`config.mk`:
```
export PLATFORM = sky130hd
export DESIGN_NAME = pwm_fifo_top
export DESIGN_NICKNAME = d
export VERILOG_FILES = /design/src/rtl/pwm_pkg.sv /design/src/rtl/pwm_sample_fifo.sv /design/src/rtl/pwm_prescaler.sv /design/src/rtl/pwm_core.sv /design/src/rtl/pwm_regs.sv /design/src/rtl/pwm_fifo_top.sv
export SDC_FILE = /design/constraint.sdc
export NUM_CORES = 1
export LEC_CHECK = 0
export BUFFER_PORTS_ARGS = -buffer_cell sky130_fd_sc_hd__buf_2
export CORE_ASPECT_RATIO = 0.5
export CORE_UTILIZATION = 39
export CTS_CLUSTER_SIZE = 10
export DETAILED_ROUTE_END_ITERATION = 6
export SLEW_MARGIN = 10
export SYNTH_ARGS = -nofsm -noshare
export SYNTH_HDL_FRONTEND = slang
export SYNTH_SLANG_ARGS = --single-unit
```
`constraint.sdc`:
```
create_clock -name clk -period 6.1 [get_ports clk]
set_clock_uncertainty 0.05 [all_clocks]
set_input_delay 1.22 -clock clk [delete_from_list [all_inputs] [get_ports clk]]
set_output_delay 1.22 -clock clk [all_outputs]
set_load 0.01 [all_outputs]
```
`src/rtl/pwm_pkg.sv`:
```
package pwm_pkg;

    localparam int DATA_W     = 32;
    localparam int ADDR_W     = 5;
    localparam int CNT_W      = 16;
    localparam int PRESC_W    = 12;
    localparam int FIFO_DEPTH = 4;
    localparam int RST_CYCLES = 8;

    // register offsets (byte addresses)
    localparam logic [ADDR_W-1:0] OFS_CTRL = 5'h00;
    localparam logic [ADDR_W-1:0] OFS_STAT = 5'h04;
    localparam logic [ADDR_W-1:0] OFS_DUTY = 5'h0C;
    localparam logic [ADDR_W-1:0] OFS_PER  = 5'h10;

    // control field positions
    localparam int CB_EN     = 0;
    localparam int CB_SWR    = 3;
    localparam int CB_PRE_LO = 4;
    localparam int CB_SEL_LO = 16;
    localparam int CB_INV    = 18;
    localparam int CB_RUN_LO = 22;   // debug, wait, doze, stop
    localparam int SB_OVF    = 3;

    localparam logic [1:0] SEL_BUS  = 2'd1;
    localparam logic [1:0] SEL_FAST = 2'd2;

    typedef enum logic [1:0] {
        S_OFF   = 2'd0,
        S_RUN   = 2'd1,
        S_HOLD  = 2'd2,
        S_SWRST = 2'd3
    } pwm_state_e;

endpackage

```
`src/rtl/pwm_sample_fifo.sv`:
```
module pwm_sample_fifo #(
    parameter int W     = 16,
    parameter int DEPTH = 4,
    localparam int PTR_W = (DEPTH > 1) ? $clog2(DEPTH) : 1,
    localparam int CNT_W = $clog2(DEPTH + 1)
) (
    input  logic             clk,
    input  logic             rst_n,
    input  logic             flush,
    input  logic             push,
    input  logic [W-1:0]     push_data,
    input  logic             pop,
    output logic [W-1:0]     head,
    output logic [CNT_W-1:0] count,
    output logic             full,
    output logic             empty
);

    logic [W-1:0]     mem_q [DEPTH];
    logic [PTR_W-1:0] wr_ptr_q, rd_ptr_q;
    logic [CNT_W-1:0] cnt_q;
    logic             push_ok, pop_ok;

    assign full    = (cnt_q == CNT_W'(DEPTH));
    assign empty   = (cnt_q == '0);
    assign push_ok = push && !full;
    assign pop_ok  = pop && !empty;
    assign head    = mem_q[rd_ptr_q];
    assign count   = cnt_q;

    function automatic logic [PTR_W-1:0] ptr_next(input logic [PTR_W-1:0] p);
        return (p == PTR_W'(DEPTH - 1)) ? '0 : p + PTR_W'(1);
    endfunction

    always_ff @(posedge clk or negedge rst_n) begin
        if (!rst_n) begin
            wr_ptr_q <= '0;
            rd_ptr_q <= '0;
            cnt_q    <= '0;
        end else if (flush) begin
            wr_ptr_q <= '0;
            rd_ptr_q <= '0;
            cnt_q    <= '0;
        end else begin
            if (push_ok) wr_ptr_q <= ptr_next(wr_ptr_q);
            if (pop_ok)  rd_ptr_q <= ptr_next(rd_ptr_q);
            if (push_ok && !pop_ok)      cnt_q <= cnt_q + CNT_W'(1);
            else if (pop_ok && !push_ok) cnt_q <= cnt_q - CNT_W'(1);
        end
    end

    for (genvar i = 0; i < DEPTH; i++) begin : g_slot
        always_ff @(posedge clk or negedge rst_n) begin
            if (!rst_n)
                mem_q[i] <= '0;
            else if (push_ok && !flush && wr_ptr_q == PTR_W'(i))
                mem_q[i] <= push_data;
        end
    end

endmodule

```
`src/rtl/pwm_prescaler.sv`:
```
module pwm_prescaler #(
    parameter int PRESC_W = 12
) (
    input  logic               clk,
    input  logic               rst_n,
    input  logic               clear,
    input  logic               advance,
    input  logic [1:0]         sel,
    input  logic               bus_ck_en,
    input  logic               fast_ck_en,
    input  logic [PRESC_W-1:0] div_m1,
    output logic               tick
);
    import pwm_pkg::*;

    logic [PRESC_W-1:0] pre_q;
    logic               src_en;

    always_comb begin
        unique case (sel)
            SEL_BUS:  src_en = bus_ck_en;
            SEL_FAST: src_en = fast_ck_en;
            default:  src_en = 1'b0;
        endcase
    end

    assign tick = advance && src_en && (pre_q == div_m1);

    always_ff @(posedge clk or negedge rst_n) begin
        if (!rst_n)
            pre_q <= '0;
        else if (clear)
            pre_q <= '0;
        else if (advance && src_en)
            pre_q <= tick ? '0 : pre_q + PRESC_W'(1);
    end

endmodule

```
`src/rtl/pwm_core.sv`:
```
module pwm_core #(
    parameter int CNT_W = 16
) (
    input  logic             clk,
    input  logic             rst_n,
    input  logic             en,
    input  logic             srst,
    input  logic             freeze,
    input  logic             tick,
    input  logic             invert,
    input  logic [CNT_W-1:0] period,
    input  logic             fifo_empty,
    input  logic [CNT_W-1:0] fifo_head,
    output logic             pop,
    output logic             advance,
    output logic             presc_clear,
    output logic [CNT_W-1:0] duty_q,
    output logic             pwm_out
);
    import pwm_pkg::*;

    localparam int PC_W = CNT_W + 1;

    pwm_state_e       state_q, state_d;
    logic [PC_W-1:0]  cnt_q;
    logic [PC_W-1:0]  last_cnt;
    logic             rollover, load;

    assign last_cnt = {1'b0, period} + PC_W'(1);

    // next state
    always_comb begin
        state_d = state_q;
        unique case (state_q)
            S_OFF: begin
                if (srst)    state_d = S_SWRST;
                else if (en) state_d = S_RUN;
            end
            S_RUN: begin
                if (srst)        state_d = S_SWRST;
                else if (!en)    state_d = S_OFF;
                else if (freeze) state_d = S_HOLD;
            end
            S_HOLD: begin
                if (srst)         state_d = S_SWRST;
                else if (!en)     state_d = S_OFF;
                else if (!freeze) state_d = S_RUN;
            end
            S_SWRST: begin
                if (!srst) state_d = S_OFF;
            end
            default: state_d = S_OFF;
        endcase
    end

    // state register
    always_ff @(posedge clk or negedge rst_n) begin
        if (!rst_n) state_q <= S_OFF;
        else        state_q <= state_d;
    end

    assign advance     = (state_q == S_RUN) && (state_d == S_RUN);
    assign presc_clear = (state_d == S_OFF) || (state_d == S_SWRST);
    assign rollover    = advance && tick && (cnt_q == last_cnt);
    assign load        = ((state_q == S_OFF) && (state_d == S_RUN)) || rollover;
    assign pop         = load && !fifo_empty;

    // period counter and active duty
    always_ff @(posedge clk or negedge rst_n) begin
        if (!rst_n) begin
            cnt_q  <= '0;
            duty_q <= '0;
        end else if (state_d == S_SWRST) begin
            cnt_q  <= '0;
            duty_q <= '0;
        end else if (state_d == S_OFF) begin
            cnt_q  <= '0;
        end else if (load) begin
            cnt_q  <= '0;
            if (!fifo_empty) duty_q <= fifo_head;
        end else if (advance && tick) begin
            cnt_q  <= cnt_q + PC_W'(1);
        end
    end

    // output
    always_comb begin
        unique case (state_q)
            S_RUN, S_HOLD: pwm_out = ({1'b0, duty_q} > cnt_q) ^ invert;
            default:       pwm_out = 1'b0;
        endcase
    end

endmodule

```
`src/rtl/pwm_regs.sv`:
```
module pwm_regs #(
    parameter int DATA_W     = 32,
    parameter int ADDR_W     = 5,
    parameter int CNT_W      = 16,
    parameter int PRESC_W    = 12,
    parameter int FC_W       = 3,
    parameter int RST_CYCLES = 8,
    localparam int RC_W = (RST_CYCLES > 1) ? $clog2(RST_CYCLES) : 1
) (
    input  logic               clk,
    input  logic               rst_n,
    input  logic               bus_wr,
    input  logic               bus_rd,
    input  logic [ADDR_W-1:0]  bus_addr,
    input  logic [DATA_W-1:0]  bus_wdata,
    output logic [DATA_W-1:0]  bus_rdata,
    input  logic [FC_W-1:0]    fifo_cnt,
    input  logic               fifo_full,
    input  logic [CNT_W-1:0]   duty_q,
    output logic               ctrl_en,
    output logic [PRESC_W-1:0] div_m1,
    output logic [1:0]         clk_sel,
    output logic               invert,
    output logic [3:0]         run_mask,
    output logic [CNT_W-1:0]   period,
    output logic               sample_push,
    output logic [CNT_W-1:0]   sample_data,
    output logic               ovf_flag,
    output logic               swr_busy
);
    import pwm_pkg::*;

    logic [RC_W-1:0] swr_cnt_q;
    logic            wr_ctrl, wr_stat, wr_per;
    logic            unused_wdata;

    assign unused_wdata = ^bus_wdata;

    assign wr_ctrl     = bus_wr && !swr_busy && (bus_addr == OFS_CTRL);
    assign wr_stat     = bus_wr && !swr_busy && (bus_addr == OFS_STAT);
    assign wr_per      = bus_wr && !swr_busy && (bus_addr == OFS_PER);
    assign sample_push = bus_wr && !swr_busy && (bus_addr == OFS_DUTY);
    assign sample_data = bus_wdata[CNT_W-1:0];

    always_ff @(posedge clk or negedge rst_n) begin
        if (!rst_n) begin
            ctrl_en   <= 1'b0;
            div_m1    <= '0;
            clk_sel   <= '0;
            invert    <= 1'b0;
            run_mask  <= '0;
            period    <= '0;
            ovf_flag  <= 1'b0;
            swr_busy  <= 1'b0;
            swr_cnt_q <= '0;
        end else if (swr_busy) begin
            if (swr_cnt_q == '0) swr_busy  <= 1'b0;
            else                 swr_cnt_q <= swr_cnt_q - RC_W'(1);
        end else begin
            if (sample_push && fifo_full) ovf_flag <= 1'b1;
            if (wr_stat && bus_wdata[SB_OVF]) ovf_flag <= 1'b0;
            if (wr_per) period <= bus_wdata[CNT_W-1:0];
            if (wr_ctrl) begin
                if (bus_wdata[CB_SWR]) begin
                    ctrl_en   <= 1'b0;
                    div_m1    <= '0;
                    clk_sel   <= '0;
                    invert    <= 1'b0;
                    run_mask  <= '0;
                    period    <= '0;
                    ovf_flag  <= 1'b0;
                    swr_busy  <= 1'b1;
                    swr_cnt_q <= RC_W'(RST_CYCLES - 1);
                end else begin
                    ctrl_en  <= bus_wdata[CB_EN];
                    div_m1   <= bus_wdata[CB_PRE_LO +: PRESC_W];
                    clk_sel  <= bus_wdata[CB_SEL_LO +: 2];
                    invert   <= bus_wdata[CB_INV];
                    run_mask <= bus_wdata[CB_RUN_LO +: 4];
                end
            end
        end
    end

    always_ff @(posedge clk or negedge rst_n) begin
        if (!rst_n) begin
            bus_rdata <= '0;
        end else if (bus_rd) begin
            bus_rdata <= '0;
            case (bus_addr)
                OFS_CTRL: begin
                    bus_rdata[CB_EN]                <= ctrl_en;
                    bus_rdata[CB_SWR]               <= swr_busy;
                    bus_rdata[CB_PRE_LO +: PRESC_W] <= div_m1;
                    bus_rdata[CB_SEL_LO +: 2]       <= clk_sel;
                    bus_rdata[CB_INV]               <= invert;
                    bus_rdata[CB_RUN_LO +: 4]       <= run_mask;
                end
                OFS_STAT: begin
                    bus_rdata[FC_W-1:0] <= fifo_cnt;
                    bus_rdata[SB_OVF]   <= ovf_flag;
                end
                OFS_DUTY: bus_rdata[CNT_W-1:0] <= duty_q;
                OFS_PER:  bus_rdata[CNT_W-1:0] <= period;
                default:  bus_rdata <= '0;
            endcase
        end
    end

endmodule

```
`src/rtl/pwm_fifo_top.sv`:
```
module pwm_fifo_top
    import pwm_pkg::*;
#(
    parameter int P_CNT_W      = CNT_W,
    parameter int P_PRESC_W    = PRESC_W,
    parameter int P_DEPTH      = FIFO_DEPTH,
    parameter int P_RST_CYCLES = RST_CYCLES,
    localparam int FC_W = $clog2(P_DEPTH + 1)
) (
    input  logic              clk,
    input  logic              rst_n,
    input  logic              bus_wr,
    input  logic              bus_rd,
    input  logic [ADDR_W-1:0] bus_addr,
    input  logic [DATA_W-1:0] bus_wdata,
    output logic [DATA_W-1:0] bus_rdata,
    input  logic              bus_ck_en,
    input  logic              fast_ck_en,
    input  logic              mode_stop,
    input  logic              mode_doze,
    input  logic              mode_wait,
    input  logic              mode_debug,
    output logic              pwm_out
);

    logic                 ctrl_en, invert, sample_push, ovf_flag, swr_busy;
    logic [P_PRESC_W-1:0] div_m1;
    logic [1:0]           clk_sel;
    logic [3:0]           run_mask, mode_vec;
    logic [P_CNT_W-1:0]   period, sample_data, duty_q, fifo_head;
    logic [FC_W-1:0]      fifo_cnt;
    logic                 fifo_full, fifo_empty, fifo_pop;
    logic                 tick, advance, presc_clear, freeze;

    assign mode_vec = {mode_stop, mode_doze, mode_wait, mode_debug};
    assign freeze   = |(mode_vec & ~run_mask);

    pwm_regs #(
        .DATA_W(DATA_W), .ADDR_W(ADDR_W), .CNT_W(P_CNT_W),
        .PRESC_W(P_PRESC_W), .FC_W(FC_W), .RST_CYCLES(P_RST_CYCLES)
    ) u_regs (
        .clk(clk), .rst_n(rst_n),
        .bus_wr(bus_wr), .bus_rd(bus_rd), .bus_addr(bus_addr),
        .bus_wdata(bus_wdata), .bus_rdata(bus_rdata),
        .fifo_cnt(fifo_cnt), .fifo_full(fifo_full), .duty_q(duty_q),
        .ctrl_en(ctrl_en), .div_m1(div_m1), .clk_sel(clk_sel),
        .invert(invert), .run_mask(run_mask), .period(period),
        .sample_push(sample_push), .sample_data(sample_data),
        .ovf_flag(ovf_flag), .swr_busy(swr_busy)
    );

    pwm_sample_fifo #(.W(P_CNT_W), .DEPTH(P_DEPTH)) u_fifo (
        .clk(clk), .rst_n(rst_n), .flush(swr_busy),
        .push(sample_push), .push_data(sample_data), .pop(fifo_pop),
        .head(fifo_head), .count(fifo_cnt), .full(fifo_full),
        .empty(fifo_empty)
    );

    pwm_prescaler #(.PRESC_W(P_PRESC_W)) u_presc (
        .clk(clk), .rst_n(rst_n), .clear(presc_clear), .advance(advance),
        .sel(clk_sel), .bus_ck_en(bus_ck_en), .fast_ck_en(fast_ck_en),
        .div_m1(div_m1), .tick(tick)
    );

    pwm_core #(.CNT_W(P_CNT_W)) u_core (
        .clk(clk), .rst_n(rst_n), .en(ctrl_en), .srst(swr_busy),
        .freeze(freeze), .tick(tick), .invert(invert), .period(period),
        .fifo_empty(fifo_empty), .fifo_head(fifo_head), .pop(fifo_pop),
        .advance(advance), .presc_clear(presc_clear), .duty_q(duty_q),
        .pwm_out(pwm_out)
    );

endmodule

```
After elaboration in Yosys (flattened, before gate mapping)

Cells that the tools add are included.

Register bits after elaboration: 182
Input port bits: 47
Output and inout port bits: 33
Word-level logic and storage cells: 166

Add/subtract/negate cells: 8
Order comparisons: 2
Equal/unequal tests: 20
Mux-type cells: 61
Bitwise logic cells: 5
Reductions and logical operators: 49

Operator list:

| operator                                                        | number |
|---|---|
| 16-bit two-way mux                                              | 9 |
| 17-bit two-way mux                                              | 4 |
| 12-bit two-way mux                                              | 4 |
| 12-bit case mux with 3 select lines                             | 1 |
| 16-bit binary-select mux with 2-bit select                      | 1 |
| 2-bit two-way mux                                               | 16 |
| 3-bit two-way mux                                               | 8 |
| 1-bit logical AND                                               | 23 |
| 16-bit by 1-bit adder with 17-bit output, second input constant | 1 |
| 17-bit by 1-bit adder with 17-bit output, second input constant | 1 |
| 17-bit == test                                                  | 1 |
| 16-bit by 17-bit greater-than comparator with 1-bit output      | 1 |
| 2-bit == test, second input constant                            | 7 |
| 12-bit by 1-bit adder with 12-bit output, second input constant | 1 |
| 12-bit == test                                                  | 1 |
| 2-bit nonzero test                                              | 6 |
| 1-bit two-way mux                                               | 11 |
| 2-bit by 1-bit == test with 1-bit output, second input constant | 4 |
| 4-bit two-way mux                                               | 2 |
| 1-bit case mux with 4 select lines                              | 2 |
| 2-bit case mux with 4 select lines                              | 1 |
| 2-bit logical NOT                                               | 3 |
| 3-bit logical NOT                                               | 2 |
| 2-bit inequality test, second input constant                    | 3 |
| 24 further kinds                                                | 32 |

Logic depth before layout (Yosys ltp)

Gate-level depths: netlist of run 1.

Depth after elaboration: 20
Mapped depth: 20
Mapped depth without buffers: 18

By module

From an unflattened synthesis of run 1, not the netlist that was laid out.

Cell total of the unflattened synthesis: 1001
Area total of the unflattened synthesis: 10603.9 um2

By module, submodules not included:

| module          | instances | cells each | area an instance (um2) | sequential area each (um2) |
|---|---|---|---|---|
| pwm_sample_fifo | 1         | 218        | 3395.8                 | 1776.7 |
| pwm_regs        | 1         | 323        | 3233.1                 | 1601.5 |
| pwm_core        | 1         | 357        | 3061.7                 | 875.8 |
| pwm_prescaler   | 1         | 98         | 875.8                  | 300.3 |
| pwm_fifo_top    | 1         | 5          | 37.5                   | 0.0 |

Worst setup path after synthesis of run 1

No wires, ideal clock.

Path kind: input to register
From: input mode_debug
To: register u_fifo.cnt_q[1], in the netlist u_fifo.count[1]
Library setup time: 0.121 ns
Arrival time: 4.984 ns
Data required time: 5.929 ns
Setup slack: 0.945 ns
Stages: 18
Path buffers: 2
Path through: a22oi_1 o221ai_1 o21ai_0 a21oi_1 o32ai_1 ha_1 nand3b_1 or4_1 nor4_2 nand4_1 o31ai_2 buf_4 buf_2 nor2_1 fa_1 nor3_1 o21ai_0 nand2_1

Word-level cells in the longest chain between the ends: 19
Elaborated cells on any way between the ends: 25
Those cells by class: eq/ne: 1; mux: 9; bitwise: 1; reduce/logical: 14

RTL lines:

| element                                      | line                           | RTL |
|---|---|---|
| start, declared                              | pwm_fifo_top.sv:22             | `input logic mode_debug,` |
| 4-bit AND (*)                                | pwm_fifo_top.sv:36             | `assign freeze = \|(mode_vec & ~run_mask);` |
| 4-bit OR reduction (*)                       | pwm_fifo_top.sv:36             |  |
| 2-bit two-way mux, on equally long branches  | pwm_core.sv:47, pwm_core.sv:42 |  |
| 2-bit two-way mux, on equally long branches  | pwm_core.sv:46, pwm_core.sv:41 |  |
| 2-bit two-way mux, on equally long branches  | pwm_core.sv:45, pwm_core.sv:40 |  |
| 2-bit case mux with 4 select lines (*)       | pwm_core.sv:34                 | `unique case (state_q)` |
| 2-bit by 1-bit == test with 1-bit output (*) | pwm_core.sv:62, pwm_core.sv:65 |  |
| 1-bit logical AND                            | pwm_core.sv:62                 | `assign advance = (state_q == S_RUN) && (state_d == S_RUN);` |
| 1-bit logical AND (2 in a row)               | pwm_prescaler.sv:27            | `assign tick = advance && src_en && (pre_q == div_m1);` |
| 1-bit logical AND (2 in a row)               | pwm_core.sv:64                 | `assign rollover = advance && tick && (cnt_q == last_cnt);` |
| 1-bit logical OR (*)                         | pwm_core.sv:65                 | `assign load = ((state_q == S_OFF) && (state_d == S_RUN)) \|\| rollover;` |
| 1-bit logical AND (*)                        | pwm_core.sv:66                 | `assign pop = load && !fifo_empty;` |
| 1-bit logical AND (*)                        | pwm_sample_fifo.sv:27          | `assign pop_ok = pop && !empty;` |
| 1-bit logical NOT                            | pwm_sample_fifo.sv:47          | `if (push_ok && !pop_ok) cnt_q <= cnt_q + CNT_W'(1);` |
| 1-bit logical AND                            | pwm_sample_fifo.sv:47          |  |
| 3-bit two-way mux                            | pwm_sample_fifo.sv:47          |  |
| 3-bit two-way mux                            | pwm_sample_fifo.sv:40          | `end else if (flush) begin` |
| end signal, assigned                         | pwm_sample_fifo.sv:47          |  |
| end signal, assigned                         | pwm_sample_fifo.sv:48          | `else if (pop_ok && !push_ok) cnt_q <= cnt_q - CNT_W'(1);` |
| end, declared                                | pwm_sample_fifo.sv:21          | `logic [CNT_W-1:0] cnt_q;` |

Mark *: on every way between the ends. The rest lies on a longest branch, timed or not.
A chain may end at the register's enable or synchronous reset.

Worst setup path in the final report of run 1

From: input mode_debug
To: register u_fifo.cnt_q[2], in the netlist u_fifo.count[2]

The elaborated chain is that of the path after synthesis.

==> qor.json, run 1 <==
{
  "status": {"value": "finished, final reports clean"},
  "clock_tree.buffer_depth": {"value": 2},
  "rows": {"value": 40},
  "endpoint_kind": {"value": "register"},
  "timing.hold.worst_endpoint": {"value": "u_fifo.mem_q[24]"},
  "io_pins": {"value": 80},
  "globalRouteTotalUtil": {"value": 19.3, "unit": "%"},
  "synthesis.instances": {"value": 932},
  "grt_first_pass_wirelength": {"value": 37.8, "unit": "mm"},
  "globalRouteOverflowTotal": {"value": 0},
  "gp_congestion": {"value": 0.884},
  "critical_path.max_stage_delay": {"value": 0.57, "unit": "ns"},
  "synth_seq_cells": {"value": 182},
  "routed-wl-met3": {"value": 842, "unit": "µm"},
  "drt-pass1-iter-count": {"value": 5},
  "drt-met1-wl": {"value": 12.3, "unit": "mm"},
  "final_antenna_net_count": {"value": 0},
  "hpwl_dp": {"value": 16.5, "unit": "mm"},
  "synth.lib_cells_used.distinct": {"value": 60},
  "finalNetCount": {"value": 1058},
  "layout-area-overhead-vs-synth": {"value": 11.9, "unit": "%"},
  "worstSkewPairLatency": {"value": 0.44, "unit": "ns"},
  "fillerInstances": {"value": 2269},
  "power-per-cell-area": {"value": 335, "unit": "mW/mm²"},
  "floorplan.initialDensity": {"value": 40.0, "unit": "%"},
  "route.detailed.drc": {"value": 0},
  "maxCapViolations": {"value": 0},
  "pin_count_of_the_biggest_net_entering_global_routing": {"value": 183},
  "postLayoutCoreUtil": {"value": 44.7, "unit": "%"},
  "startpoint_type": {"value": "input port"},
  "final_common_cell": {"value": "sky130_fd_sc_hd__dfrtp_1"},
  "worst-endpoint-required": {"value": 6.38, "unit": "ns"},
  "floorplan.die.height": {"value": 113, "unit": "µm"},
  "slew_headroom": {"value": 21.9, "unit": "%"},
  "final_cell_mix": {"value": "182 x sky130_fd_sc_hd__dfrtp_1, 105 x sky130_fd_sc_hd__nand2_1, 65 x sky130_fd_sc_hd__mux2_2"},
  "numCtsBuffers": {"value": 17},
  "critical_path_class": {"value": "in2reg"},
  "tightestPinTransition": {"value": 1.17, "unit": "ns"},
  "design.die.area": {"value": 0.0255, "unit": "mm²"},
  "power.ir.vdd_worst": {"value": 0.000210, "unit": "V"},
  "post_cts.resized_instances": {"value": 0},
  "die-width": {"value": 225, "unit": "µm"},
  "route.met2.wl": {"value": 10.1, "unit": "mm"},
  "postSynthAreaPerCell": {"value": 10.4, "unit": "µm²"},
  "detailroute.via_count": {"value": 6993},
  "syn_area": {"value": 0.00967, "unit": "mm²"},
  "final.min_clock_period": {"value": 5.05, "unit": "ns"},
  "detail_route.vias_per_cell": {"value": 5.28},
  "critical_path.cell_chain": {"value": "buf_2 -> a22oi_1 -> o221ai_1 -> o21ai_0 -> a21oi_1 -> o32ai_1 -> ha_1 -> nand3b_1 -> or4_1 -> nor4_2 -> buf_4 -> nand4_1 -> o31ai_2 -> nor2_1 -> fa_1 -> nor2_1 -> nor2_1 -> o21bai_1 -> nand2_1"},
  "whs_path_depth": {"value": 1},
  "synthesis.yosys.warnings": {"value": 0},
  "timing.hold.worst.class": {"value": "reg2reg"},
  "post_route_cells_drive_above_1_share": {"value": 19.0, "unit": "%"},
  "ctsHtreeMaxLevel": {"value": 4},
  "drt_first_iter_violations": {"value": 520},
  "grt_setup_unrepaired": {"value": "false"},
  "clk_pin_slew_worst_paths": {"value": 0.08, "unit": "ns"},
  "postCtsSetupBuffers": {"value": 0},
  "crit_slowest_cell": {"value": "sky130_fd_sc_hd__or4_1"},
  "final_total_power": {"value": 3.62, "unit": "mW"},
  "grt_pass1_vias": {"value": 6822},
  "critical_path.max_fanout": {"value": 6},
  "port_buffers": {"value": 61},
  "finalSetupTns": {"value": 0, "unit": "ns"},
  "yosysTopAreaCellShare": {"value": 47.1, "unit": "%"},
  "fmax": {"value": 198, "unit": "MHz"},
  "clk_root_buffer_cell": {"value": "sky130_fd_sc_hd__clkbuf_16"},
  "timing.final.setup_violations": {"value": 0},
  "leakage": {"value": 5.01, "unit": "nW"},
  "r2r-start": {"value": "u_regs.run_mask[0]"},
  "critical_path_buf_inv_count": {"value": 2},
  "crit_family": {"value": "compound AO/OA/AOI/OAI gates"},
  "totalWireLength": {"value": 23.4, "unit": "mm"},
  "cp_data_arrival_time": {"value": 5.33, "unit": "ns"},
  "cts_hold_buffers": {"value": 0},
  "reg2reg_depth": {"value": 19},
  "number_of_flops_mapped_to_enable_cells_by_yosys": {"value": 0},
  "top_layer_used": {"value": "met5"},
  "postSynth.topFlopCell": {"value": "sky130_fd_sc_hd__dfrtp_1"},
  "post_drt_wl_per_cell": {"value": 17.7, "unit": "µm"},
  "antenna_found_initial": {"value": 1},
  "cell_types_with_the_largest_area_share_after_synthesis": {"value": "sky130_fd_sc_hd__dfrtp_1 47%, sky130_fd_sc_hd__mux2_2 7.6%, sky130_fd_sc_hd__ha_1 4.5%"},
  "worst_r2r_endpoint": {"value": "u_fifo.count[2]"},
  "coreArea": {"value": 0.0242, "unit": "mm²"},
  "async_flop_share": {"value": 100, "unit": "%"},
  "min_period_over_period": {"value": 82.8, "unit": "%"},
  "synth.yosys.seq_area_share": {"value": 47.1, "unit": "%"},
  "startpoint_of_the_most_critical_hold_path": {"value": "u_fifo.mem_q[24]"},
  "crit_top_cell": {"value": "sky130_fd_sc_hd__nor2_1"},
  "ff2ff_setup_slack": {"value": 1.51, "unit": "ns"},
  "cts_tree": {"value": "yes"},
  "hold_violations": {"value": 0},
  "num_antenna_cells": {"value": 0},
  "timing.hold.ws": {"value": 0.452, "unit": "ns"},
  "synth.largest_area_cell": {"value": "sky130_fd_sc_hd__dfrtp_1"},
  "report.final.slew_viol_count": {"value": 0},
  "cts_sinks": {"value": 182}
}
==> cell type report <==
class	count	area, µm²	share of cell area (%)
repair buffers	68	377	3.48
well taps	336	420	3.89
multi-input cells	656	4720	43.6
inverters	50	188	1.74
flip-flops and latches	182	4550	42.1
clock buffers	20	447	4.13
clock inverters	12	115	1.06
==> worst max path at each step <==
| stage | cells after the start | startpoint | end |
|---|---|---|---|
| after floorplan | 18 | mode_debug | u_fifo.count[1] |
| after global placement | 18 | mode_debug | u_fifo.count[1] |
| after detailed placement | 19 | mode_debug | u_fifo.count[2] |
| after CTS | 19 | mode_debug | u_fifo.count[2] |
| after global routing | 19 | mode_debug | u_fifo.count[2] |
| final | 19 | mode_debug | u_fifo.count[2] |
==> through the flow <==
stage	instances	instance area [µm²]	setup WS, ns
after floorplan	940	9700	0.945
after global placement	1292	10300	0.856
after detailed placement	1292	10300	0.701
after CTS	1324	10800	1.05
after global routing	1324	10800	0.666
final	1324	10800	1.05
==> synth_stat cells, types with 3 or more instances <==
cell type and count:
sky130_fd_sc_hd__buf_2 6, sky130_fd_sc_hd__xnor2_1 44, sky130_fd_sc_hd__a21oi_1 42, sky130_fd_sc_hd__o21ai_0 58, sky130_fd_sc_hd__nand3b_1 4, sky130_fd_sc_hd__or3_1 5
sky130_fd_sc_hd__and2_1 5, sky130_fd_sc_hd__clkbuf_1 33, sky130_fd_sc_hd__inv_1 50, sky130_fd_sc_hd__nand2_1 105, sky130_fd_sc_hd__and3_1 9, sky130_fd_sc_hd__nor4_1 9
sky130_fd_sc_hd__ha_1 35, sky130_fd_sc_hd__mux2_2 65, sky130_fd_sc_hd__xor2_1 14, sky130_fd_sc_hd__a22o_1 24, sky130_fd_sc_hd__dfrtp_1 182, sky130_fd_sc_hd__nor3_1 13
sky130_fd_sc_hd__a22oi_1 5, sky130_fd_sc_hd__nor2_1 51, sky130_fd_sc_hd__nand3_1 30, sky130_fd_sc_hd__a31oi_1 3, sky130_fd_sc_hd__nand4_1 11, sky130_fd_sc_hd__nand2b_1 27
sky130_fd_sc_hd__mux4_2 16, sky130_fd_sc_hd__or4_1 4, sky130_fd_sc_hd__o311ai_0 5, sky130_fd_sc_hd__buf_4 10, sky130_fd_sc_hd__nor2b_1 16, sky130_fd_sc_hd__mux2i_1 6
sky130_fd_sc_hd__a21o_1 9
==> routing by layer <==
metal | vias up | track usage [%]
li1 | 3335 | -
met1 | 3518 | 28.8
met2 | 124 | 28.8
met3 | 14 | 3.45
met4 | 2 | 4.76
met5 | - | 0
==> power breakdown <==
group	total (mW)	internal [mW]	switching (mW)
Clock	1.07	0.580	0.491
Sequential	1.59	1.38	0.212
Combinational	0.962	0.455	0.508
==> registers in the layout, indices dropped and copies added, names as in the netlist <==
register	cells
u_regs.ovf_flag	1
u_regs.run_mask	4
u_core.duty_q	16
u_fifo.rd_ptr_q	2
u_core.state_q	2
u_regs.swr_busy	1
u_regs.swr_cnt_q	3
u_regs.invert	1
u_regs.div_m1	12
u_fifo.count	3
u_regs.clk_sel	2
u_regs.bus_rdata	23
u_presc.pre_q	12
u_fifo.mem_q	64
u_regs.ctrl_en	1
u_fifo.wr_ptr_q	2
u_regs.period	16
u_core.cnt_q	17
==> kinds of logic (layout without fill, tap and decap cells) <==
logic type / count (synthesis) / count (layout) / share of synthesized area, %
AOI/OAI and AO/OA: 171 / 171 / 11.4
xor gates and xnor gates: 59 / 59 / 5.49
adders and majority gates: 36 / 36 / 4.74
buffers and inverters: 102 / 150 / 4.50
DFF: 182 / 182 / 47.1
muxes: 87 / 87 / 11.9
other: 1 / 9 / 0.0388
and+or+nand+nor: 294 / 294 / 14.8
No activity file was read; power rests on OpenSTA's default activity.
==> run 2, diff against run 1 <==
- clock period: 6.1 -> 4.67 ns (I/O delays scaled with it)
==> qor.json, run 2 (synthesis gave the netlist of run 1 again) <==
{
  "grt_first_pass_wirelength": {"value": 38.6, "unit": "mm", "change": "was 37.8 mm"},
  "timing.hold.worst_endpoint": {"value": "u_fifo.mem_q[17]", "change": "was u_fifo.mem_q[24]"},
  "reg2reg_depth": {"value": 16, "change": "was 19"},
  "timing.final.setup_violations": {"value": 0, "change": "unchanged"},
  "layout-area-overhead-vs-synth": {"value": 13.6, "unit": "%", "change": "was 11.9%"},
  "grt_pass1_vias": {"value": 6947, "change": "was 6,822"},
  "grt_setup_unrepaired": {"value": "false", "change": "unchanged"},
  "floorplan.die.height": {"value": 113, "unit": "µm", "change": "unchanged"},
  "power-per-cell-area": {"value": 450, "unit": "mW/mm²", "change": "was 335 mW/mm²"},
  "flip_flop_count_of_the_largest_register_all_copies_and_words_added": {"value": 64, "change": "unchanged"},
  "globalRouteTotalUtil": {"value": 19.8, "unit": "%", "change": "was 19.3%"},
  "design.die.area": {"value": 0.0255, "unit": "mm²", "change": "unchanged"},
  "status": {"value": "finished, final reports clean", "change": "unchanged"},
  "min_period_over_period": {"value": 90.1, "unit": "%"},
  "clk_pin_slew_worst_paths": {"value": 0.07, "unit": "ns", "change": "was 0.08 ns"},
  "clk_root_buffer_cell": {"value": "sky130_fd_sc_hd__clkbuf_16", "change": "unchanged"},
  "drt_first_iter_violations": {"value": 562, "change": "was 520"},
  "tightestPinTransition": {"value": 0.947, "unit": "ns", "change": "was 1.17 ns"},
  "layout_top_registers": {"value": "u_fifo.mem_q (64), u_regs.bus_rdata (23), u_core.cnt_q (17)", "change": "unchanged"},
  "design_area": {"value": 0.0110, "unit": "mm²", "change": "was 0.0108 mm²"},
  "startpoint_type": {"value": "input port", "change": "unchanged"},
  "post_route_cells_drive_above_1_share": {"value": 20.1, "unit": "%", "change": "was 19.0%"},
  "final_common_cell": {"value": "sky130_fd_sc_hd__dfrtp_1", "change": "unchanged"},
  "cts_sinks": {"value": 182, "change": "unchanged"},
  "final_cell_mix": {"value": "182 x sky130_fd_sc_hd__dfrtp_1, 104 x sky130_fd_sc_hd__nand2_1, 65 x sky130_fd_sc_hd__mux2_2", "change": "was 182 x sky130_fd_sc_hd__dfrtp_1, 105 x sky130_fd_sc_hd__nand2_1, 65 x sky130_fd_sc_hd__mux2_2"},
  "post_cts.resized_instances": {"value": 0, "change": "unchanged"},
  "power.ir.vdd_worst": {"value": 0.000271, "unit": "V", "change": "was 0.000210 V"},
  "fillerInstances": {"value": 2225, "change": "was 2,269"},
  "crit_top_cell": {"value": "sky130_fd_sc_hd__nor2_1", "change": "unchanged"},
  "cts_hold_buffers": {"value": 0, "change": "unchanged"},
  "postPlaceCellArea": {"value": 0.0103, "unit": "mm²", "change": "about the same"},
  "pin_count_of_the_biggest_net_entering_global_routing": {"value": 103, "change": "was 183"},
  "antenna_found_initial": {"value": 1, "change": "unchanged"},
  "num_antenna_cells": {"value": 0, "change": "unchanged"},
  "slew_headroom": {"value": 36.8, "unit": "%", "change": "was 21.9%"},
  "globalRouteOverflowTotal": {"value": 0, "change": "unchanged"},
  "floorplan.initialDensity": {"value": 40.0, "unit": "%", "change": "unchanged"},
  "numCtsBuffers": {"value": 17, "change": "unchanged"},
  "final_total_power": {"value": 4.94, "unit": "mW", "change": "was 3.62 mW"},
  "cts_tree": {"value": "yes", "change": "unchanged"},
  "cp-startpoint": {"value": "mode_debug", "change": "unchanged"},
  "crit_family": {"value": "simple AND/OR/NAND/NOR gates", "change": "was compound AO/OA/AOI/OAI gates"},
  "hpwl_dp": {"value": 16.9, "unit": "mm", "change": "was 16.5 mm"},
  "hold_violations": {"value": 0, "change": "unchanged"},
  "pre_cts_ws": {"value": -0.0000244, "unit": "ns", "change": "was 0.701 ns"},
  "port_buffers": {"value": 61, "change": "unchanged"},
  "drt-pass1-iter-count": {"value": 5, "change": "unchanged"},
  "critical_path.max_stage_delay": {"value": 0.56, "unit": "ns", "change": "was 0.57 ns"},
  "totalWireLength": {"value": 23.7, "unit": "mm", "change": "was 23.4 mm"},
  "ff2ff_setup_slack": {"value": 0.55, "unit": "ns", "change": "was 1.51 ns"},
  "whs_path_depth": {"value": 1, "change": "unchanged"},
  "crit_slowest_cell": {"value": "sky130_fd_sc_hd__or4_4", "change": "was sky130_fd_sc_hd__or4_1"},
  "worstSkewPairLatency": {"value": 0.44, "unit": "ns", "change": "about the same"},
  "detail_route.vias_per_cell": {"value": 5.30, "change": "was 5.28"},
  "detailroute.via_count": {"value": 7052, "change": "was 6,993"},
  "finalNetCount": {"value": 1066, "change": "was 1,058"},
  "final_antenna_net_count": {"value": 0, "change": "unchanged"},
  "worst-endpoint-required": {"value": 4.94, "unit": "ns", "change": "was 6.38 ns"},
  "maxCapViolations": {"value": 0, "change": "unchanged"},
  "final.min_clock_period": {"value": 4.21, "unit": "ns"},
  "route.detailed.drc": {"value": 0, "change": "unchanged"},
  "final_critical_path_setup_slack": {"value": 0.461, "unit": "ns", "change": "was 1.05 ns"},
  "critical_path.cell_chain": {"value": "buf_2 -> a22oi_1 -> o221ai_1 -> o21ai_0 -> a21oi_1 -> o32ai_2 -> ha_2 -> nand3b_1 -> or4_4 -> nor4_4 -> nand4_1 -> o31ai_2 -> nor2_1 -> fa_1 -> nor2_1 -> nor2_1 -> o21bai_1 -> nand2_1", "change": "was buf_2 -> a22oi_1 -> o221ai_1 -> o21ai_0 -> a21oi_1 -> o32ai_1 -> ha_1 -> nand3b_1 -> or4_1 -> nor4_2 -> buf_4 -> nand4_1 -> o31ai_2 -> nor2_1 -> fa_1 -> nor2_1 -> nor2_1 -> o21bai_1 -> nand2_1"},
  "timing.hold.ws": {"value": 0.452, "unit": "ns", "change": "about the same"},
  "clock_tree.buffer_depth": {"value": 2, "change": "unchanged"},
  "fmax": {"value": 238, "unit": "MHz"},
  "postCtsSetupBuffers": {"value": 0, "change": "unchanged"},
  "critical_path_class": {"value": "in2reg", "change": "unchanged"},
  "report.final.slew_viol_count": {"value": 0, "change": "unchanged"},
  "cp_data_arrival_time": {"value": 4.48, "unit": "ns", "change": "was 5.33 ns"},
  "finalSetupTns": {"value": 0, "unit": "ns", "change": "unchanged"},
  "coreArea": {"value": 0.0242, "unit": "mm²", "change": "unchanged"},
  "critical_path_buf_inv_count": {"value": 1, "change": "was 2"},
  "startpoint_of_the_most_critical_hold_path": {"value": "u_fifo.mem_q[17]", "change": "was u_fifo.mem_q[24]"},
  "io_pins": {"value": 80, "change": "unchanged"},
  "ctsHtreeMaxLevel": {"value": 4, "change": "unchanged"},
  "r2r-start": {"value": "u_core.state_q[0]", "change": "was u_regs.run_mask[0]"},
  "timing.hold.worst.class": {"value": "reg2reg", "change": "unchanged"},
  "post_drt_wl_per_cell": {"value": 17.8, "unit": "µm", "change": "was 17.7 µm"},
  "die-width": {"value": 225, "unit": "µm", "change": "unchanged"},
  "registers.top_by_ff_count": {"value": "u_fifo.mem_q", "change": "unchanged"},
  "worst_r2r_endpoint": {"value": "u_fifo.count[2]", "change": "unchanged"},
  "rows": {"value": 40, "change": "unchanged"},
  "leakage": {"value": 5.10, "unit": "nW", "change": "was 5.01 nW"},
  "critical_path.max_fanout": {"value": 4, "change": "was 6"},
  "gp_congestion": {"value": 0.898, "change": "was 0.884"},
  "endpoint_kind": {"value": "register", "change": "unchanged"}
}
## run 2: metal layers
| layer | track usage [%] | wire [µm] | vias up | part of all wire [%] |
|---|---|---|---|---|
| met4 | 5.85 | 334 | 2 | 1.4 |
| met1 | 29.1 | 11900 | 3508 | 50 |
| met3 | 4.05 | 1220 | 27 | 5.1 |
| met2 | 29.3 | 10200 | 159 | 43 |
| met5 | 0 | 12 | - | 0.051 |
| li1 | - | - | 3356 | - |
## run 2: cell type report
type | instances | area, µm² | area share [%]
inverter | 50 | 188 | 1.71
clock buffer | 20 | 457 | 4.16
timing repair buffer | 76 | 437 | 3.98
multi-input combinational | 656 | 4740 | 43.2
sequential | 182 | 4550 | 41.5
clock inverter | 11 | 186 | 1.70
tap | 336 | 420 | 3.83
## run 2: report_power, final
group          switching, mW  internal (mW)
registers              0.279           1.80
clock network          0.641          0.936
logic                  0.679          0.610
total                   1.60           3.35
## run 2: worst max path at each step
stage,slack (ns),end,cells after the start
global route,0.19,u_fifo.count[2],18
detailed placement,-0.00002,u_fifo.count[1],17
floorplan,0.01,u_fifo.count[1],18
global placement,0.02,u_fifo.count[2],18
finish,0.46,u_fifo.count[2],18
CTS,0.44,u_fifo.count[2],18
## run 2: per-stage QoR
stage / util [%] / std cells
after global placement: 42.8 / 1300
after global routing: 45.4 / 1331
after floorplan: - / 940
after detailed placement: 42.8 / 1300
after CTS: 45.4 / 1331
final: 45.4 / 1331
==> run 3, diff against run 2 <==
- clock period: 4.67 -> 4.8 ns (I/O delays scaled with it)
==> qor.json, run 3 (synthesis gave the netlist of run 1 again) <==
{
  "layout_top_registers": {"value": "u_fifo.mem_q (64), u_regs.bus_rdata (23), u_core.cnt_q (17)", "change": "unchanged"},
  "clk_root_buffer_cell": {"value": "sky130_fd_sc_hd__clkbuf_16", "change": "unchanged"},
  "layout-area-overhead-vs-synth": {"value": 12.7, "unit": "%", "change": "was 13.6%"},
  "pin_count_of_the_biggest_net_entering_global_routing": {"value": 99, "change": "was 103"},
  "power.share.clock": {"value": 30.3, "unit": "%", "change": "was 31.9%"},
  "power-per-cell-area": {"value": 429, "unit": "mW/mm²", "change": "was 450 mW/mm²"},
  "route.detailed.drc": {"value": 0, "change": "unchanged"},
  "groute.layer.met2.usage": {"value": 28.7, "unit": "%", "change": "was 29.3%"},
  "floorplan.initialDensity": {"value": 40.0, "unit": "%", "change": "unchanged"},
  "critical_path.max_fanout": {"value": 4, "change": "unchanged"},
  "num_antenna_cells": {"value": 0, "change": "unchanged"},
  "grtUsageMet1": {"value": 28.3, "unit": "%", "change": "was 29.1%"},
  "cts_sinks": {"value": 182, "change": "unchanged"},
  "port_buffers": {"value": 61, "change": "unchanged"},
  "timing.final.setup_violations": {"value": 0, "change": "unchanged"},
  "post_route_cells_drive_above_1_share": {"value": 19.8, "unit": "%", "change": "was 20.1%"},
  "tightestPinTransition": {"value": 1.18, "unit": "ns", "change": "was 0.947 ns"},
  "detail_route.vias_per_cell": {"value": 5.31, "change": "was 5.30"},
  "status": {"value": "finished, final reports clean", "change": "unchanged"},
  "drt_first_iter_violations": {"value": 550, "change": "was 562"},
  "final_cells": {"value": 1329, "change": "was 1,331"},
  "global_routing_s_busiest_layer": {"value": "met2", "change": "unchanged"},
  "hold_violations": {"value": 0, "change": "unchanged"},
  "postCtsSetupBuffers": {"value": 0, "change": "unchanged"},
  "final_critical_path_setup_slack": {"value": 0.487, "unit": "ns", "change": "was 0.461 ns"},
  "final_common_cell": {"value": "sky130_fd_sc_hd__dfrtp_1", "change": "unchanged"},
  "grtUsageMet3": {"value": 4.44, "unit": "%", "change": "was 4.05%"},
  "clock_tree.buffer_depth": {"value": 2, "change": "unchanged"},
  "cts_tree": {"value": "yes", "change": "unchanged"},
  "coreArea": {"value": 0.0242, "unit": "mm²", "change": "unchanged"},
  "globalRouteTotalUtil": {"value": 19.3, "unit": "%", "change": "was 19.8%"},
  "numCtsBuffers": {"value": 17, "change": "unchanged"},
  "final_antenna_net_count": {"value": 0, "change": "unchanged"},
  "grt_first_pass_wirelength": {"value": 37.7, "unit": "mm", "change": "was 38.6 mm"},
  "finalSetupTns": {"value": 0, "unit": "ns", "change": "unchanged"},
  "final_total_power": {"value": 4.68, "unit": "mW", "change": "was 4.94 mW"},
  "cp-startpoint": {"value": "mode_debug", "change": "unchanged"},
  "report.final.slew_viol_count": {"value": 0, "change": "unchanged"},
  "sequential_fraction_of_design_power": {"value": 44.2, "unit": "%", "change": "was 42.0%"},
  "grt_pass1_vias": {"value": 6889, "change": "was 6,947"},
  "startpoint_of_the_most_critical_hold_path": {"value": "u_fifo.mem_q[27]", "change": "was u_fifo.mem_q[17]"},
  "final_cell_mix": {"value": "181 x sky130_fd_sc_hd__dfrtp_1, 105 x sky130_fd_sc_hd__nand2_1, 65 x sky130_fd_sc_hd__mux2_2", "change": "was 182 x sky130_fd_sc_hd__dfrtp_1, 104 x sky130_fd_sc_hd__nand2_1, 65 x sky130_fd_sc_hd__mux2_2"},
  "worstSkewPairLatency": {"value": 0.45, "unit": "ns", "change": "was 0.44 ns"},
  "post_drt_wl_per_cell": {"value": 17.5, "unit": "µm", "change": "was 17.8 µm"},
  "postPlaceCellArea": {"value": 0.0103, "unit": "mm²", "change": "about the same"},
  "design_area": {"value": 0.0109, "unit": "mm²", "change": "was 0.0110 mm²"},
  "cts_hold_buffers": {"value": 0, "change": "unchanged"},
  "cp_data_arrival_time": {"value": 4.65, "unit": "ns", "change": "was 4.48 ns"},
  "die-width": {"value": 225, "unit": "µm", "change": "unchanged"},
  "gp_congestion": {"value": 0.866, "change": "was 0.898"},
  "io_pins": {"value": 80, "change": "unchanged"},
  "power.share.combinational": {"value": 25.5, "unit": "%", "change": "was 26.1%"},
  "timing.hold.worst.class": {"value": "reg2reg", "change": "unchanged"},
  "worst-endpoint-required": {"value": 5.13, "unit": "ns", "change": "was 4.94 ns"},
  "fmax": {"value": 232, "unit": "MHz"},
  "maxCapViolations": {"value": 0, "change": "unchanged"},
  "finalNetCount": {"value": 1063, "change": "was 1,066"},
  "power.ir.vdd_worst": {"value": 0.000259, "unit": "V", "change": "was 0.000271 V"},
  "dp_cells": {"value": 1297, "change": "was 1,300"},
  "design.die.area": {"value": 0.0255, "unit": "mm²", "change": "unchanged"},
  "min_period_over_period": {"value": 89.9, "unit": "%"},
  "r2r-start": {"value": "u_core.state_q[1]", "change": "was u_core.state_q[0]"},
  "fillerInstances": {"value": 2269, "change": "was 2,225"},
  "detailroute.via_count": {"value": 7058, "change": "was 7,052"},
  "ctsHtreeMaxLevel": {"value": 4, "change": "unchanged"},
  "clk_pin_slew_worst_paths": {"value": 0.07, "unit": "ns", "change": "about the same"},
  "antenna_found_initial": {"value": 0, "change": "was 1"},
  "registers.top_by_ff_count": {"value": "u_fifo.mem_q", "change": "unchanged"},
  "globalRouteOverflowTotal": {"value": 0, "change": "unchanged"},
  "leakage": {"value": 5.05, "unit": "nW", "change": "was 5.10 nW"},
  "critical_path_class": {"value": "in2reg", "change": "unchanged"},
  "rows": {"value": 40, "change": "unchanged"},
  "p_sw": {"value": 1.59, "unit": "mW", "change": "was 1.60 mW"},
  "switching_share": {"value": 34.0, "unit": "%", "change": "was 32.3%"},
  "power_report.internal_total": {"value": 3.09, "unit": "mW", "change": "was 3.35 mW"},
  "pre_cts_ws": {"value": 0.0555, "unit": "ns", "change": "was -0.0000244 ns"},
  "totalWireLength": {"value": 23.3, "unit": "mm", "change": "was 23.7 mm"},
  "slew_headroom": {"value": 20.8, "unit": "%", "change": "was 36.8%"},
  "startpoint_type": {"value": "input port", "change": "unchanged"},
  "final.min_clock_period": {"value": 4.31, "unit": "ns"},
  "flip_flop_count_of_the_largest_register_all_copies_and_words_added": {"value": 64, "change": "unchanged"},
  "drt-pass1-iter-count": {"value": 5, "change": "unchanged"},
  "post_cts.resized_instances": {"value": 0, "change": "unchanged"},
  "grt_setup_unrepaired": {"value": "false", "change": "unchanged"},
  "floorplan.die.height": {"value": 113, "unit": "µm", "change": "unchanged"},
  "hpwl_dp": {"value": 16.7, "unit": "mm", "change": "was 16.9 mm"},
  "endpoint_kind": {"value": "register", "change": "unchanged"}
}
==> run 3: cell types whose count changed in the layout (fill, tap and decap cells not counted), sizes merged <==
cell      delta
bufinv       -3
clkbuf       -2
buf          -3
clkinv       +4
inv          +1
clkinvlp     +1
==> run 3: cell type report <==
cell class / instances / area (µm²) / share of cell area, %
clock inverters: 14 / 164 / 1.50
clock buffers: 18 / 439 / 4.03
multi-input cells: 656 / 4730 / 43.4
repair buffers: 73 / 402 / 3.68
well taps: 336 / 420 / 3.86
inverters: 50 / 188 / 1.72
flip-flops and latches: 182 / 4560 / 41.8
==> run 3: final timing paths <==
path	depth (start not counted)	end	slack [ns]
setup / recovery	17	u_fifo.count[2]	0.49
hold / removal	1	u_fifo.mem_q[27]	0.45
setup reg to reg	15	u_fifo.count[2]	0.65
hold reg to reg	1	u_fifo.mem_q[27]	0.45
max in group asynchronous	2	u_fifo.mem_q[45]	3.07
min in group asynchronous	1	u_regs.bus_rdata[11]	0.55
==> run 3: metrics by stage <==
| step | hold WS [ns] | utilization (%) |
|---|---|---|
| after global routing | 0.464 | 45.1 |
| after global placement | 0.432 | 42.6 |
| after CTS | 0.454 | 45.1 |
| after detailed placement | 0.438 | 42.6 |
| final | 0.450 | 45.1 |
| after floorplan | 0.421 | - |
==> run 3: worst max-delay path, stage by stage <==
cell and delay (ns):
sky130_fd_sc_hd__buf_2 0.10, sky130_fd_sc_hd__a22oi_1 0.17, sky130_fd_sc_hd__o221ai_1 0.18, sky130_fd_sc_hd__o21ai_0 0.18
sky130_fd_sc_hd__a21oi_1 0.10, sky130_fd_sc_hd__o32ai_2 0.30, sky130_fd_sc_hd__ha_1 0.21, sky130_fd_sc_hd__nand3b_1 0.14
sky130_fd_sc_hd__or4_1 0.59, sky130_fd_sc_hd__nor4_4 0.23, sky130_fd_sc_hd__nand4_1 0.22, sky130_fd_sc_hd__o31ai_2 0.30
sky130_fd_sc_hd__nor2_1 0.09, sky130_fd_sc_hd__fa_1 0.44, sky130_fd_sc_hd__nor4_1 0.27, sky130_fd_sc_hd__o21bai_1 0.09
sky130_fd_sc_hd__nand2_1 0.07
==> run 3: power by group through the flow <==
stage / Sequential, mW / Clock [mW] / Combinational [mW]
floorplan: 1.91 / 0 / 0.978
global placement: 2.08 / 0 / 1.15
detailed placement: 2.09 / 0 / 1.19
CTS: 2.06 / 1.45 / 1.20
global route: 2.10 / 1.52 / 1.33
finish: 2.06 / 1.42 / 1.19
==> run 3: per-layer routing <==
layer  part of all wire [%]  up-vias  routed length, µm
li1                       -     3347                  -
met1                     50     3528              11600
met2                     44      169              10100
met3                    5.6       14               1310
met4                   0.89        0                207
met5                      0        -                  0
